<file path="src/rtl/g711_pkg.sv">
package g711_pkg;

   typedef enum logic [1:0] {
      CMP_OFF  = 2'b00,
      CMP_RSVD = 2'b01,
      CMP_ULAW = 2'b10,
      CMP_ALAW = 2'b11
   } cmp_mode_e;

   localparam int MU_BIAS = 33;
   localparam int MU_CLIP = 8159;
   localparam int EXP_W   = 16;

   // 14-bit signed linear to inverted mu-law code
   function automatic logic [7:0] ulaw_enc(input logic [13:0] s);
      int v, mag, b, seg;
      logic [7:0] mask;
      v = int'($signed(s));
      if (v < 0) begin
         mag  = -v;
         mask = 8'h7F;
      end else begin
         mag  = v;
         mask = 8'hFF;
      end
      if (mag > MU_CLIP) mag = MU_CLIP;
      b   = mag + MU_BIAS;
      seg = 8;
      for (int i = 7; i >= 0; i--) begin
         if (b < (64 << i)) seg = i;
      end
      if (seg == 8) return 8'h7F ^ mask;
      return 8'((seg << 4) | ((b >> (seg + 1)) & 15)) ^ mask;
   endfunction

   // 13-bit signed linear to even-bit-inverted A-law code
   function automatic logic [7:0] alaw_enc(input logic [12:0] s);
      int v, mag, seg, man;
      logic [7:0] mask;
      v = int'($signed(s));
      if (v >= 0) begin
         mag  = v;
         mask = 8'hD5;
      end else begin
         mag  = -v - 1;
         mask = 8'h55;
      end
      seg = 8;
      for (int i = 7; i >= 0; i--) begin
         if (mag < (32 << i)) seg = i;
      end
      if (seg == 8) return 8'h7F ^ mask;
      man = (seg < 2) ? ((mag >> 1) & 15) : ((mag >> seg) & 15);
      return 8'((seg << 4) | man) ^ mask;
   endfunction

   function automatic logic [15:0] ulaw_dec(input logic [7:0] c);
      logic [7:0] u;
      int t;
      u = ~c;
      t = (int'(u[3:0]) << 3) + 132;
      t = t << u[6:4];
      return u[7] ? 16'(132 - t) : 16'(t - 132);
   endfunction

   function automatic logic [15:0] alaw_dec(input logic [7:0] c);
      logic [7:0] a;
      int t, seg;
      a   = c ^ 8'h55;
      t   = int'(a[3:0]) << 4;
      seg = int'(a[6:4]);
      if (seg == 0) begin
         t = t + 8;
      end else begin
         t = t + 264;
         t = t << (seg - 1);
      end
      return a[7] ? 16'(t) : 16'(-t);
   endfunction

endpackage

</file>
<file path="src/rtl/g711_enc.sv">
module g711_enc
   import g711_pkg::*;
#(
   parameter int LIN_W = 16
) (
   input  logic [1:0]       mode_i,
   input  logic [LIN_W-1:0] lin_i,
   output logic [LIN_W-1:0] word_o
);
   localparam int PAD_W = LIN_W - 8;

   cmp_mode_e  mode;
   logic [7:0] mu_code;
   logic [7:0] a_code;

   assign mode    = cmp_mode_e'(mode_i);
   assign mu_code = ulaw_enc(lin_i[LIN_W-1 -: 14]);
   assign a_code  = alaw_enc(lin_i[LIN_W-1 -: 13]);

   always_comb begin
      case (mode)
         CMP_ULAW: word_o = {mu_code, {PAD_W{1'b0}}};
         CMP_ALAW: word_o = {a_code, {PAD_W{1'b0}}};
         default:  word_o = lin_i;
      endcase
   end
endmodule

</file>
<file path="src/rtl/g711_dec.sv">
module g711_dec
   import g711_pkg::*;
#(
   parameter int LIN_W = 16
) (
   input  logic [1:0]       mode_i,
   input  logic [LIN_W-1:0] word_i,
   output logic [LIN_W-1:0] lin_o
);
   cmp_mode_e        mode;
   logic [EXP_W-1:0] mu_lin;
   logic [EXP_W-1:0] a_lin;
   logic [LIN_W-1:0] mu_ext;
   logic [LIN_W-1:0] a_ext;

   assign mode   = cmp_mode_e'(mode_i);
   assign mu_lin = ulaw_dec(word_i[LIN_W-1 -: 8]);
   assign a_lin  = alaw_dec(word_i[LIN_W-1 -: 8]);

   generate
      if (LIN_W == EXP_W) begin : g_exact
         assign mu_ext = mu_lin;
         assign a_ext  = a_lin;
      end else begin : g_pad
         assign mu_ext = {mu_lin, {(LIN_W-EXP_W){1'b0}}};
         assign a_ext  = {a_lin, {(LIN_W-EXP_W){1'b0}}};
      end
   endgenerate

   always_comb begin
      case (mode)
         CMP_ULAW: lin_o = mu_ext;
         CMP_ALAW: lin_o = a_ext;
         default:  lin_o = word_i;
      endcase
   end
endmodule

</file>
<file path="src/rtl/g711_lane.sv">
module g711_lane #(
   parameter int LIN_W      = 16,
   parameter bit IS_CAPTURE = 1'b1
) (
   input  logic             clk,
   input  logic             rst_n,
   input  logic             in_valid_i,
   input  logic [1:0]       mode_i,
   input  logic [LIN_W-1:0] in_word_i,
   output logic             out_valid_o,
   output logic [LIN_W-1:0] out_word_o,
   output logic             byte_sel_o
);
   logic [LIN_W-1:0] conv;

   generate
      if (IS_CAPTURE) begin : g_compress
         g711_enc #(.LIN_W(LIN_W)) u_enc (
            .mode_i (mode_i),
            .lin_i  (in_word_i),
            .word_o (conv)
         );
      end else begin : g_expand
         g711_dec #(.LIN_W(LIN_W)) u_dec (
            .mode_i (mode_i),
            .word_i (in_word_i),
            .lin_o  (conv)
         );
      end
   endgenerate

   always_ff @(posedge clk or negedge rst_n) begin
      if (!rst_n) begin
         out_valid_o <= 1'b0;
         out_word_o  <= '0;
         byte_sel_o  <= 1'b0;
      end else begin
         out_valid_o <= in_valid_i;
         if (in_valid_i) begin
            out_word_o <= conv;
            byte_sel_o <= mode_i[1];
         end
      end
   end
endmodule

</file>
<file path="src/rtl/g711_compander.sv">
module g711_compander #(
   parameter int LIN_W = 16
) (
   input  logic             clk,
   input  logic             rst_n,
   input  logic [1:0]       cap_mode_i,
   input  logic             cap_valid_i,
   input  logic [LIN_W-1:0] cap_lin_i,
   output logic             cap_valid_o,
   output logic [LIN_W-1:0] cap_word_o,
   input  logic [1:0]       pb_mode_i,
   input  logic             pb_valid_i,
   input  logic [LIN_W-1:0] pb_word_i,
   output logic             pb_valid_o,
   output logic [LIN_W-1:0] pb_lin_o,
   output logic             byte_mode_o
);
   generate
      if (LIN_W < g711_pkg::EXP_W) begin : g_bad_width
         $error("g711_compander: LIN_W must be at least 16");
      end
   endgenerate

   logic cap_byte;
   logic pb_byte;

   g711_lane #(.LIN_W(LIN_W), .IS_CAPTURE(1'b1)) u_cap (
      .clk         (clk),
      .rst_n       (rst_n),
      .in_valid_i  (cap_valid_i),
      .mode_i      (cap_mode_i),
      .in_word_i   (cap_lin_i),
      .out_valid_o (cap_valid_o),
      .out_word_o  (cap_word_o),
      .byte_sel_o  (cap_byte)
   );

   g711_lane #(.LIN_W(LIN_W), .IS_CAPTURE(1'b0)) u_pb (
      .clk         (clk),
      .rst_n       (rst_n),
      .in_valid_i  (pb_valid_i),
      .mode_i      (pb_mode_i),
      .in_word_i   (pb_word_i),
      .out_valid_o (pb_valid_o),
      .out_word_o  (pb_lin_o),
      .byte_sel_o  (pb_byte)
   );

   assign byte_mode_o = cap_byte | pb_byte;
endmodule

</file>
<file path="config.mk">
export PLATFORM = sky130hd
export DESIGN_NAME = g711_compander
export DESIGN_NICKNAME = d
export VERILOG_FILES = /design/src/rtl/g711_pkg.sv /design/src/rtl/g711_enc.sv /design/src/rtl/g711_dec.sv /design/src/rtl/g711_lane.sv /design/src/rtl/g711_compander.sv
export SDC_FILE = /design/constraint.sdc
export NUM_CORES = 1
export LEC_CHECK = 0
export CAP_MARGIN = 10
export CORE_AREA = 2 2 176 92
export DETAILED_ROUTE_END_ITERATION = 7
export DIE_AREA = 0 0 178 94
export GPL_TIMING_DRIVEN = 0
export PLACE_DENSITY = 0.56
export SYNTH_ARGS = -nofsm -noshare
export SYNTH_HDL_FRONTEND = slang
export SYNTH_SLANG_ARGS = --single-unit
</file>
<file path="constraint.sdc">
create_clock -name clk -period 0.8 [get_ports clk]
set_input_delay 0.12 -clock clk [delete_from_list [all_inputs] [get_ports clk]]
set_output_delay 0.12 -clock clk [all_outputs]
set_load 0.01 [all_outputs]
</file>
==> impl_metrics.env, run 1 <==
export IMPL_critPathCaptureType="register"
export IMPL_vias=6642
export IMPL_violations="negative hold slack, negative setup slack"
export IMPL_place_inst=997
export IMPL_max_freq_ghz=0.209
export IMPL_cpPeakStageDelay_ns=0.49
export IMPL_drv_cap=0
export IMPL_via_per_inst=5.83
export IMPL_fin_crit_ns=4.79
export IMPL_status="complete, but fails checks"
export IMPL_cts_buffers=5
export IMPL_worstPathMaxFanout=10
export IMPL_yosys_warnings=0
export IMPL_die_h_um=94
export IMPL_initial_core_util_pct=33.6
export IMPL_cts_clk_slew_worst_paths_ns=0.06
export IMPL_cts_sinks=36
export IMPL_critPathLaunchType="input pin"
export IMPL_syn2layout_area_growth_pct=76.0
export IMPL_critPathKind="in -> reg"
export IMPL_ctsLongestPathBuffers=2
export IMPL_maxSlewViolCount=0
export IMPL_synth_cell_types=75
export IMPL_powerDensity_nw_per_um2=1320
export IMPL_ir_worst_vdd_v=0.00109
export IMPL_track_usage_pct=27.3
export IMPL_power_leakage_nw=3.65
export IMPL_stdcell_count=1140
export IMPL_io_buffers=69
export IMPL_io_pins=75
export IMPL_ys_seq_elements=36
export IMPL_setup_slack_ns=-3.99
export IMPL_grt_antenna_before_repair=0
export IMPL_grt_overflow=0
export IMPL_required_ns=1.00
export IMPL_cts_tree="done"
export IMPL_wirelength_um=23900
export IMPL_crit_chain="clkdlybuf4s15_1 -> nor2_1 -> a311o_1 -> a222oi_1 -> o21ai_4 -> nor3_4 -> nor2_4 -> o211ai_1 -> ha_2 -> buf_8 -> a21oi_4 -> or4_4 -> a31oi_4 -> and2_4 -> nand4_1 -> o21a_4 -> ha_4 -> clkbuf_4 -> nand2_4 -> o22ai_2 -> a2111oi_2 -> nor4_1 -> a21oi_1"
export IMPL_core_area_um2=15100
export IMPL_globalplace_congestion=1.02
export IMPL_nets=990
export IMPL_drtIter0Drc=721
export IMPL_slew_headroom_pct=28.8
export IMPL_async_flop_share_pct=100
export IMPL_grt_pass1_vias=5915
export IMPL_antenna_cells=0
export IMPL_firstDrtPassIters=6
export IMPL_arrival_ns=4.99
export IMPL_fin_total_pwr_mw=11.7
export IMPL_skew_ns=0
export IMPL_clk_latency_ns=0.27
export IMPL_grt_max_degree=37
export IMPL_synthesis_nets=779
export IMPL_setup_violations=58
export IMPL_hold_violations=36
export IMPL_synth_edf_count=0
export IMPL_r2r_slack_ns=-0.05
export IMPL_syn_area_um2=5070
export IMPL_r2r_start="u_cap.out_word_o[8]"
export IMPL_avgSynthCellArea_um2=7.00
export IMPL_period_share_pct=599
export IMPL_multiInputGateArea_um2=5040
export IMPL_drive_gt1_share_pct=46.7
export IMPL_syn_inst=724
export IMPL_dp_slack_ns=-5.32
export IMPL_synthFlopType="dfrtp_1"
export IMPL_worst_slew_pin_slew_ns=1.06
export IMPL_setup_tns_ns=-53.89
export IMPL_cp_slowest_cell="a222oi_1"
export IMPL_crit_path_end="u_cap.out_word_o[8]"
export IMPL_rsz0062_at_grt="true"
export IMPL_remaining_drc_errors=0
export IMPL_hold_path_class="in -> async"
export IMPL_die_w_um=178
export IMPL_wl_per_cell_um=21.0
export IMPL_grt_pass1_wl_um=35000
export IMPL_r2r_end="u_cap.out_word_o[8]"
export IMPL_area_sequential_um2=901
export IMPL_dp_hpwl_um=16900
export IMPL_ys_seq_area_share_pct=17.8
export IMPL_row_count=32
export IMPL_critPathLaunch="cap_lin_i[9]"
export IMPL_reg2reg_depth=3
export IMPL_fill_cells=1297
export IMPL_htree_levels=2
export IMPL_dieArea_um2=16700
export IMPL_cts_root_buf="clkbuf_16"
export IMPL_timing_hold_ws_ns=-0.0595
export IMPL_postRouteAntennaNets=0
-- how the worst min path moves through the flow --
stage	startpoint	to	slack (ns)	cells after the start
finish	rst_n	u_pb.out_word_o[11]	-0.06	1
floorplan	rst_n	u_cap.byte_sel_o	-0.18	0
CTS	rst_n	u_cap.out_valid_o	-0.04	1
detailed placement	rst_n	u_pb.out_word_o[11]	0.26	1
global placement	u_pb.out_word_o[2]	u_pb.out_word_o[2]	0.47	1
global route	rst_n	u_pb.out_word_o[3]	0.005	1
-- timing repair --
action,4_1_cts,5_1_grt
hold endpoints to repair,36,0
buffers inserted,92,41
pin swaps,88,73
endpoints found under the setup margin,69,67
gates resized for setup,418,94
gates cloned,5,0
-- cells by family (layout without fill, tap and decap cells) --
| logic type | after synthesis | after routing | synth area share, % |
|---|---|---|---|
| and+or+nand+nor | 244 | 244 | 23.7 |
| DFF | 36 | 36 | 17.8 |
| muxes | 28 | 28 | 5.90 |
| AOI/OAI and AO/OA | 252 | 252 | 32.5 |
| buffers and inverters | 100 | 312 | 7.58 |
| xor gates and xnor gates | 49 | 49 | 8.84 |
| adders and majority gates | 15 | 15 | 3.70 |
-- state kept, by name (all words and copies together), names as in the netlist --
register and count:
u_cap.byte_sel_o 1, u_cap.out_valid_o 1, u_cap.out_word_o 16, u_pb.byte_sel_o 1, u_pb.out_valid_o 1, u_pb.out_word_o 16
-- cell usage after synthesis (18+ instances only) --
master / instances / share of area, %
inv_1: 45 / 3.3
a21oi_1: 61 / 6.0
nor2_1: 73 / 5.4
o21ai_0: 61 / 6.0
xnor2_1: 32 / 5.5
nor3_1: 22 / 2.2
dfrtp_1: 36 / 18
nand2_1: 51 / 3.8
o22ai_1: 21 / 2.6
nand3_1: 18 / 1.8
clkbuf_1: 43 / 3.2
-- per-layer routing --
layer	track usage (%)	share of wire [%]	vias to the layer above	wire [um]
met5	0	0	-	0
met4	2.73	0.88	0	211
met3	6.84	10	24	2440
met2	33.5	36	312	8680
met1	46.0	53	3244	12600
li1	-	-	3062	-
-- critical path: cells and delay by family --
family                     cells  cell delay (ns)
buffers and inverters          3             0.67
AOI/OAI and AO/OA             10             2.36
and+or+nand+nor                8             1.42
adders and majority gates      2             0.39
-- layout make-up --
class	instances	area share, %
repair buffers	207	20.0
plain buffers	50	6.13
inverters	47	2.55
clock buffers	5	1.40
flip-flops and latches	36	10.1
clock inverters	3	0.477
multi-input cells	588	56.5
well taps	204	2.86
-- where the power goes --
group | internal (mW) | total, mW | leakage, nW | switching [mW]
Clock | 1.46 | 2.20 | 0.0798 | 0.739
Sequential | 2.05 | 2.20 | 0.427 | 0.153
Combinational | 3.45 | 7.33 | 3.15 | 3.89
Total | 6.96 | 11.7 | 3.65 | 4.78
-- stage by stage --
stage                     instance area, um2  utilization (%)
after floorplan                         5620                -
after global placement                  6560             43.5
after detailed placement                6560             43.4
after CTS                               8210             54.4
after global routing                    8920             59.1
final                                   8920             59.1
-- layout by cell type (no fill, tap or decap), types with 9 or more instances in the layout --
master,count
a31oi_1,11
o21ai_1,16
a21oi_1,37
clkbuf_2,11
clkdlybuf4s50_1,12
o21ai_0,37
nor2_1,59
nand3_1,15
xor2_1,13
nor2_4,10
buf_6,39
dfrtp_1,36
mux2i_1,11
a21oi_4,10
clkbuf_16,14
buf_4,121
inv_1,34
a21oi_2,18
buf_2,22
nand2b_1,9
o211ai_1,13
clkbuf_8,10
o21ai_2,9
o22ai_1,13
ha_4,9
nor3_1,16
nand2_1,40
xnor2_1,26
nand3b_1,10
No activity file was read; power rests on OpenSTA's default activity.
==> run 2, diff against run 1 <==
==> constraint.sdc (replaced) <==
create_clock -name clk -period 4.6 [get_ports clk]
set_input_delay 0.69 -clock clk [delete_from_list [all_inputs] [get_ports clk]]
set_output_delay 0.69 -clock clk [all_outputs]
set_load 0.01 [all_outputs]
==> run 2 against run 1 <==
Effect of this change: the flow finishes with violations (negative setup slack); combinational power is 86% lower; hold slack gained 0.55 ns; sequential power fell by 83%.
==> impl_metrics.env, run 2 (synthesis results as in run 1) <==
export IMPL_worst_slew_pin_slew_ns=0.909
export IMPL_cts_root_buf="clkbuf_16"
export IMPL_postRouteAntennaNets=0
export IMPL_setup_tns_ns=-4.33
export IMPL_place_inst=997
export IMPL_powerDensity_nw_per_um2=239
export IMPL_htree_levels=2
export IMPL_cts_sinks=36
export IMPL_multiInputGateArea_um2=4300
export IMPL_hold_path_class="reg -> reg"
export IMPL_fin_crit_ns=5.28
export IMPL_grt_pass1_wl_um=31700
export IMPL_fill_cells=1506
export IMPL_dieArea_um2=16700
export IMPL_required_ns=4.76
export IMPL_hold_violations=0
export IMPL_drive_gt1_share_pct=21.7
export IMPL_syn2layout_area_growth_pct=42.3
export IMPL_power_frac_comb_pct=58.1
export IMPL_power_share_switching_pct=41.4
export IMPL_row_count=32
export IMPL_sequentialPowerShare_pct=22.0
export IMPL_ir_worst_vdd_v=0.000151
export IMPL_io_buffers=69
export IMPL_critPathKind="in -> reg"
export IMPL_ctsLongestPathBuffers=2
export IMPL_switchingPower_mw=0.714
export IMPL_firstDrtPassIters=6
export IMPL_r2r_slack_ns=3.84
export IMPL_mostFrequentLayoutCells="nor2_1, o21ai_0, clkdlybuf4s50_1, a21oi_1, nand2_1"
export IMPL_arrival_ns=5.44
export IMPL_clk_latency_ns=0.28
export IMPL_whs_path_depth=1
export IMPL_nets=905
export IMPL_area_sequential_um2=901
export IMPL_rsz0062_at_grt="true"
export IMPL_initial_core_util_pct=33.6
export IMPL_crit_chain="buf_6 -> buf_6 -> nor4_4 -> a41oi_2 -> a222oi_1 -> o21ai_2 -> nor3_4 -> nor2_4 -> o211ai_1 -> ha_2 -> buf_8 -> a21oi_4 -> or4_4 -> a31oi_4 -> and2_4 -> nand4_1 -> o21a_4 -> ha_4 -> xnor2_4 -> mux2_4 -> mux2_4 -> o32ai_2 -> o21ai_1"
export IMPL_status="complete, but fails checks"
export IMPL_grt_pass1_vias=5425
export IMPL_drv_cap=0
export IMPL_internal_power_mw=1.01
export IMPL_cts_clk_slew_worst_paths_ns=0.06
export IMPL_worst_path_buf_inv=3
export IMPL_critical_path_top_delay_family="compound AO/OA/AOI/OAI gates"
export IMPL_max_freq_ghz=0.190
export IMPL_cts_buffers=5
export IMPL_die_h_um=94
export IMPL_grt_max_degree=37
export IMPL_skew_ns=0
export IMPL_worstPathMaxFanout=5
export IMPL_io_pins=75
export IMPL_biggestRegsByFlops="u_cap.out_word_o x16, u_pb.out_word_o x16"
export IMPL_grt_antenna_before_repair=0
export IMPL_maxSlewViolCount=0
export IMPL_drtIter0Drc=851
export IMPL_final_util_pct=47.8
export IMPL_violations="negative setup slack"
export IMPL_fin_total_pwr_mw=1.72
export IMPL_setup_slack_ns=-0.676
export IMPL_stdcell_count=1055
export IMPL_power_leakage_nw=2.82
export IMPL_dp_hpwl_um=16400
export IMPL_critPathLaunchType="input pin"
export IMPL_grt_overflow=0
export IMPL_cp_num_cells=23
export IMPL_mostFrequentLayoutCell="nor2_1"
export IMPL_track_usage_pct=24.8
export IMPL_remaining_drc_errors=0
export IMPL_core_area_um2=15100
export IMPL_cpPeakStageDelay_ns=0.47
export IMPL_setup_violations=8
export IMPL_period_share_pct=115
export IMPL_slew_headroom_pct=39.2
export IMPL_cp_slowest_cell="or4_4"
export IMPL_via_per_inst=6.01
export IMPL_critPathCaptureType="register"
export IMPL_reg2reg_depth=2
export IMPL_wl_per_cell_um=20.3
export IMPL_holdBufCountCts=0
export IMPL_power_frac_clock_pct=19.9
export IMPL_vias=6337
export IMPL_globalplace_congestion=1.03
export IMPL_wirelength_um=21500
export IMPL_antenna_cells=0
export IMPL_cts_tree="done"
export IMPL_die_w_um=178
run 2: changes by cell type in the layout (fill, tap and decap cells not counted), sizes merged:
cell           before  now
clkdlybuf4s50      12   56
clkbuf             47   49
clkinv              2    1
clkdlybuf4s15       7    0
buf               191   70
bufinv              1    0
dlygate4sd2         5    4
run 2: cell type report:
cell class	count	share of cell area (%)
inverters	47	2.69
plain buffers	51	4.44
clock inverters	1	0.104
clock buffers	7	1.98
repair buffers	121	15.1
flip-flops and latches	36	12.5
multi-input cells	588	59.7
well taps	204	3.54
run 2: metal layers:
| metal | GRT usage, % | vias to the layer above | wire (um) |
|---|---|---|---|
| li1 | - | 2888 | - |
| met1 | 42.8 | 3071 | 11100 |
| met2 | 29.0 | 366 | 7500 |
| met3 | 5.95 | 12 | 2750 |
| met4 | 2.53 | 0 | 76 |
| met5 | 0 | - | 0 |
run 2: worst paths after layout:
| path | endpoint | from |
|---|---|---|
| max reg2reg | u_cap.out_word_o[10] | u_cap.out_word_o[10] |
| min | u_pb.out_word_o[2] | u_pb.out_word_o[2] |
| max | u_cap.out_word_o[10] | cap_lin_i[8] |
| min in group asynchronous | u_cap.out_word_o[1] | rst_n |
| max in group asynchronous | u_pb.out_word_o[1] | rst_n |
| min reg2reg | u_pb.out_word_o[2] | u_pb.out_word_o[2] |
run 2: power groups by stage:
| stage | Combinational [mW] | Clock [mW] | Sequential, mW |
|---|---|---|---|
| after floorplan | 0.508 | 0 | 0.398 |
| after global placement | 0.804 | 0 | 0.383 |
| after detailed placement | 0.813 | 0 | 0.383 |
| after CTS | 0.917 | 0.354 | 0.379 |
| after global routing | 1.07 | 0.365 | 0.384 |
| final | 1.00 | 0.343 | 0.379 |
run 2: timing repair:
action                     CTS  global route
setup endpoints to repair   16            13
setup buffers               36            16
gates resized for setup    123            49
pin swaps                   26            33
run 2: per-stage QoR:
stage / worst slack (ns) / hold slack, ns / area [um2]
after floorplan: -0.541 / 0.394 / 5240
after global placement: -2.09 / 0.466 / 6190
after detailed placement: -2.11 / 0.474 / 6180
after CTS: -0.754 / 0.496 / 6930
after global routing: -0.814 / 0.512 / 7210
final: -0.676 / 0.495 / 7210
==> run 3, diff against run 2 <==
--- a/config.mk
+++ b/config.mk
@@ -10,6 +10,7 @@
 export DETAILED_ROUTE_END_ITERATION = 7
 export DIE_AREA = 0 0 178 94
 export GPL_TIMING_DRIVEN = 0
+export MAX_ROUTING_LAYER = met4
 export PLACE_DENSITY = 0.56
 export SYNTH_ARGS = -nofsm -noshare
 export SYNTH_HDL_FRONTEND = slang
==> run 3 against run 2 <==
Effect of this change: the run still ends with negative setup slack left; combinational power about the same; global-route usage increased by 0.67 points; non-clock buffer count decreased by 5; critical path depth increased by 3; via count decreased by 1.9%; critical endpoint is now u_cap.out_word_o[8]; register-to-register slack got worse by 0.03 ns; flip-flop and latch count unchanged; clock skew unchanged; total power increased by 0.35%.
==> impl_metrics.env, run 3 (synthesis results as in run 1) <==
export IMPL_cts_tree="done"
export IMPL_status="complete, but fails checks"
export IMPL_cts_clk_slew_worst_paths_ns=0.06
export IMPL_hold_path_class="reg -> reg"
export IMPL_fin_crit_ns=5.22
export IMPL_wirelength_um=21400
export IMPL_fill_cells=1479
export IMPL_grt_max_degree=37
export IMPL_io_buffers=69
export IMPL_rsz0062_at_grt="true"
export IMPL_wl_per_cell_um=20.4
export IMPL_violations="negative setup slack"
export IMPL_track_usage_pct=25.4
export IMPL_arrival_ns=5.38
export IMPL_critPathCaptureType="register"
export IMPL_remaining_drc_errors=0
export IMPL_ir_worst_vdd_v=0.000154
export IMPL_final_area_um2=7210
export IMPL_firstDrtPassIters=6
export IMPL_mostFrequentLayoutCell="nor2_1"
export IMPL_globalplace_congestion=1.04
export IMPL_setup_slack_ns=-0.621
export IMPL_cts_buffers=5
export IMPL_ctsLongestPathBuffers=2
export IMPL_clk_latency_ns=0.28
export IMPL_setup_violations=8
export IMPL_worstPathMaxFanout=5
export IMPL_die_h_um=94
export IMPL_max_freq_ghz=0.192
export IMPL_worst_slew_pin_slew_ns=1.05
export IMPL_grt_overflow=0
export IMPL_drv_cap=0
export IMPL_grt_pass1_wl_um=31400
export IMPL_slew_headroom_pct=29.5
export IMPL_postRouteAntennaNets=0
export IMPL_critPathKind="in -> reg"
export IMPL_htree_levels=2
export IMPL_die_w_um=178
export IMPL_antenna_cells=0
export IMPL_skew_ns=0
export IMPL_placed_area_um2=6180
export IMPL_cts_sinks=36
export IMPL_dp_hpwl_um=16300
export IMPL_required_ns=4.76
export IMPL_power_leakage_nw=2.79
export IMPL_powerDensity_nw_per_um2=240
export IMPL_critPathLaunchType="input pin"
export IMPL_hold_violations=0
export IMPL_drtIter0Drc=771
export IMPL_period_share_pct=113
export IMPL_io_pins=75
export IMPL_cts_root_buf="clkbuf_16"
export IMPL_grt_pass1_vias=5330
export IMPL_nets=900
export IMPL_via_per_inst=5.92
export IMPL_grt_antenna_before_repair=0
export IMPL_core_area_um2=15100
export IMPL_dieArea_um2=16700
export IMPL_drive_gt1_share_pct=21.5
export IMPL_initial_core_util_pct=33.6
export IMPL_maxSlewViolCount=0
export IMPL_vias=6215
export IMPL_syn2layout_area_growth_pct=42.3
export IMPL_setup_tns_ns=-3.86
export IMPL_row_count=32
export IMPL_mostFrequentLayoutCells="nor2_1, clkdlybuf4s50_1, o21ai_0, a21oi_1, nand2_1"
export IMPL_biggestRegsByFlops="u_cap.out_word_o x16, u_pb.out_word_o x16"
[run 3: cell types whose count changed in the layout (fill, tap and decap cells not counted), moves of 3 or more]
cell	delta
buf_4	-4
clkbuf_2	+3
nor2_1	-3
buf_2	-3
[run 3: timing repair]
action | 4_1_cts | 5_1_grt
resized for setup | 127 | 51
endpoints found under the setup margin | 13 | 13
setup buffers | 29 | 18
hold buffers | 0 | 0
pin swaps | 30 | 39
cloned | 0 | 1
[run 3: worst paths after layout]
path | from | to | slack, ns | depth (start not counted)
max | cap_lin_i[3] | u_cap.out_word_o[8] | -0.62 | 26
min | u_pb.out_word_o[2] | u_pb.out_word_o[2] | 0.48 | 1
max reg2reg | u_cap.out_word_o[11] | u_cap.out_word_o[11] | 3.81 | 2
min reg2reg | u_pb.out_word_o[2] | u_pb.out_word_o[2] | 0.48 | 1
max in group asynchronous | rst_n | u_pb.out_word_o[3] | 3.56 | 1
min in group asynchronous | rst_n | u_pb.out_word_o[1] | 0.52 | 1
[run 3: power breakdown]
part	total, mW	switching, mW	internal (mW)
Sequential	0.380	0.0239	0.356
Clock	0.345	0.129	0.216
Combinational	1.01	0.564	0.442
Total	1.73	0.717	1.01
[run 3: layout make-up]
type,instances,area (um2),area share [%]
inverters,47,189,2.62
clock inverters,1,7.51,0.104
flip-flops and latches,36,901,12.5
plain buffers,51,333,4.61
repair buffers,116,1070,14.8
clock buffers,7,143,1.98
multi-input cells,588,4320,59.8
well taps,204,255,3.54
[run 3: metrics by stage]
step                utilization [%]  std cells  power [mW]  worst slack [ns]  hold WS [ns]
finish                         47.8       1050        1.73            -0.621         0.482
global route                   47.8       1050        1.82            -0.857         0.502
CTS                            45.8       1032        1.66            -0.748         0.486
detailed placement             40.9        997        1.20             -2.13         0.471
global placement               41.0        997        1.19             -2.14         0.467
floorplan                         -        724       0.906            -0.541         0.394
[run 3: routing by layer]
metal / vias to the layer above / share of wire, % / GRT usage (%)
li1: 2887 / - / -
met1: 2994 / 53 / 42.3
met2: 325 / 34 / 27.7
met3: 9 / 12 / 8.66
met4: 0 / 0.32 / 1.98
met5: - / 0 / -
[run 3: critical path, cell delays in order]
cell,delay (ns)
buf_12,0.11
buf_4,0.16
nor3_4,0.32
a41oi_2,0.18
a222oi_1,0.48
o21ai_4,0.15
nor3_4,0.19
nor2_4,0.08
o211ai_1,0.10
ha_2,0.21
buf_8,0.12
a21oi_4,0.07
or4_4,0.47
a31oi_4,0.22
and2_4,0.18
nand4_1,0.14
o21a_4,0.32
ha_4,0.18
buf_6,0.12
buf_4,0.12
nor3_1,0.18
a31oi_1,0.08
nor2_2,0.19
a2111oi_4,0.07
nor4_2,0.14
a21oi_1,0.09
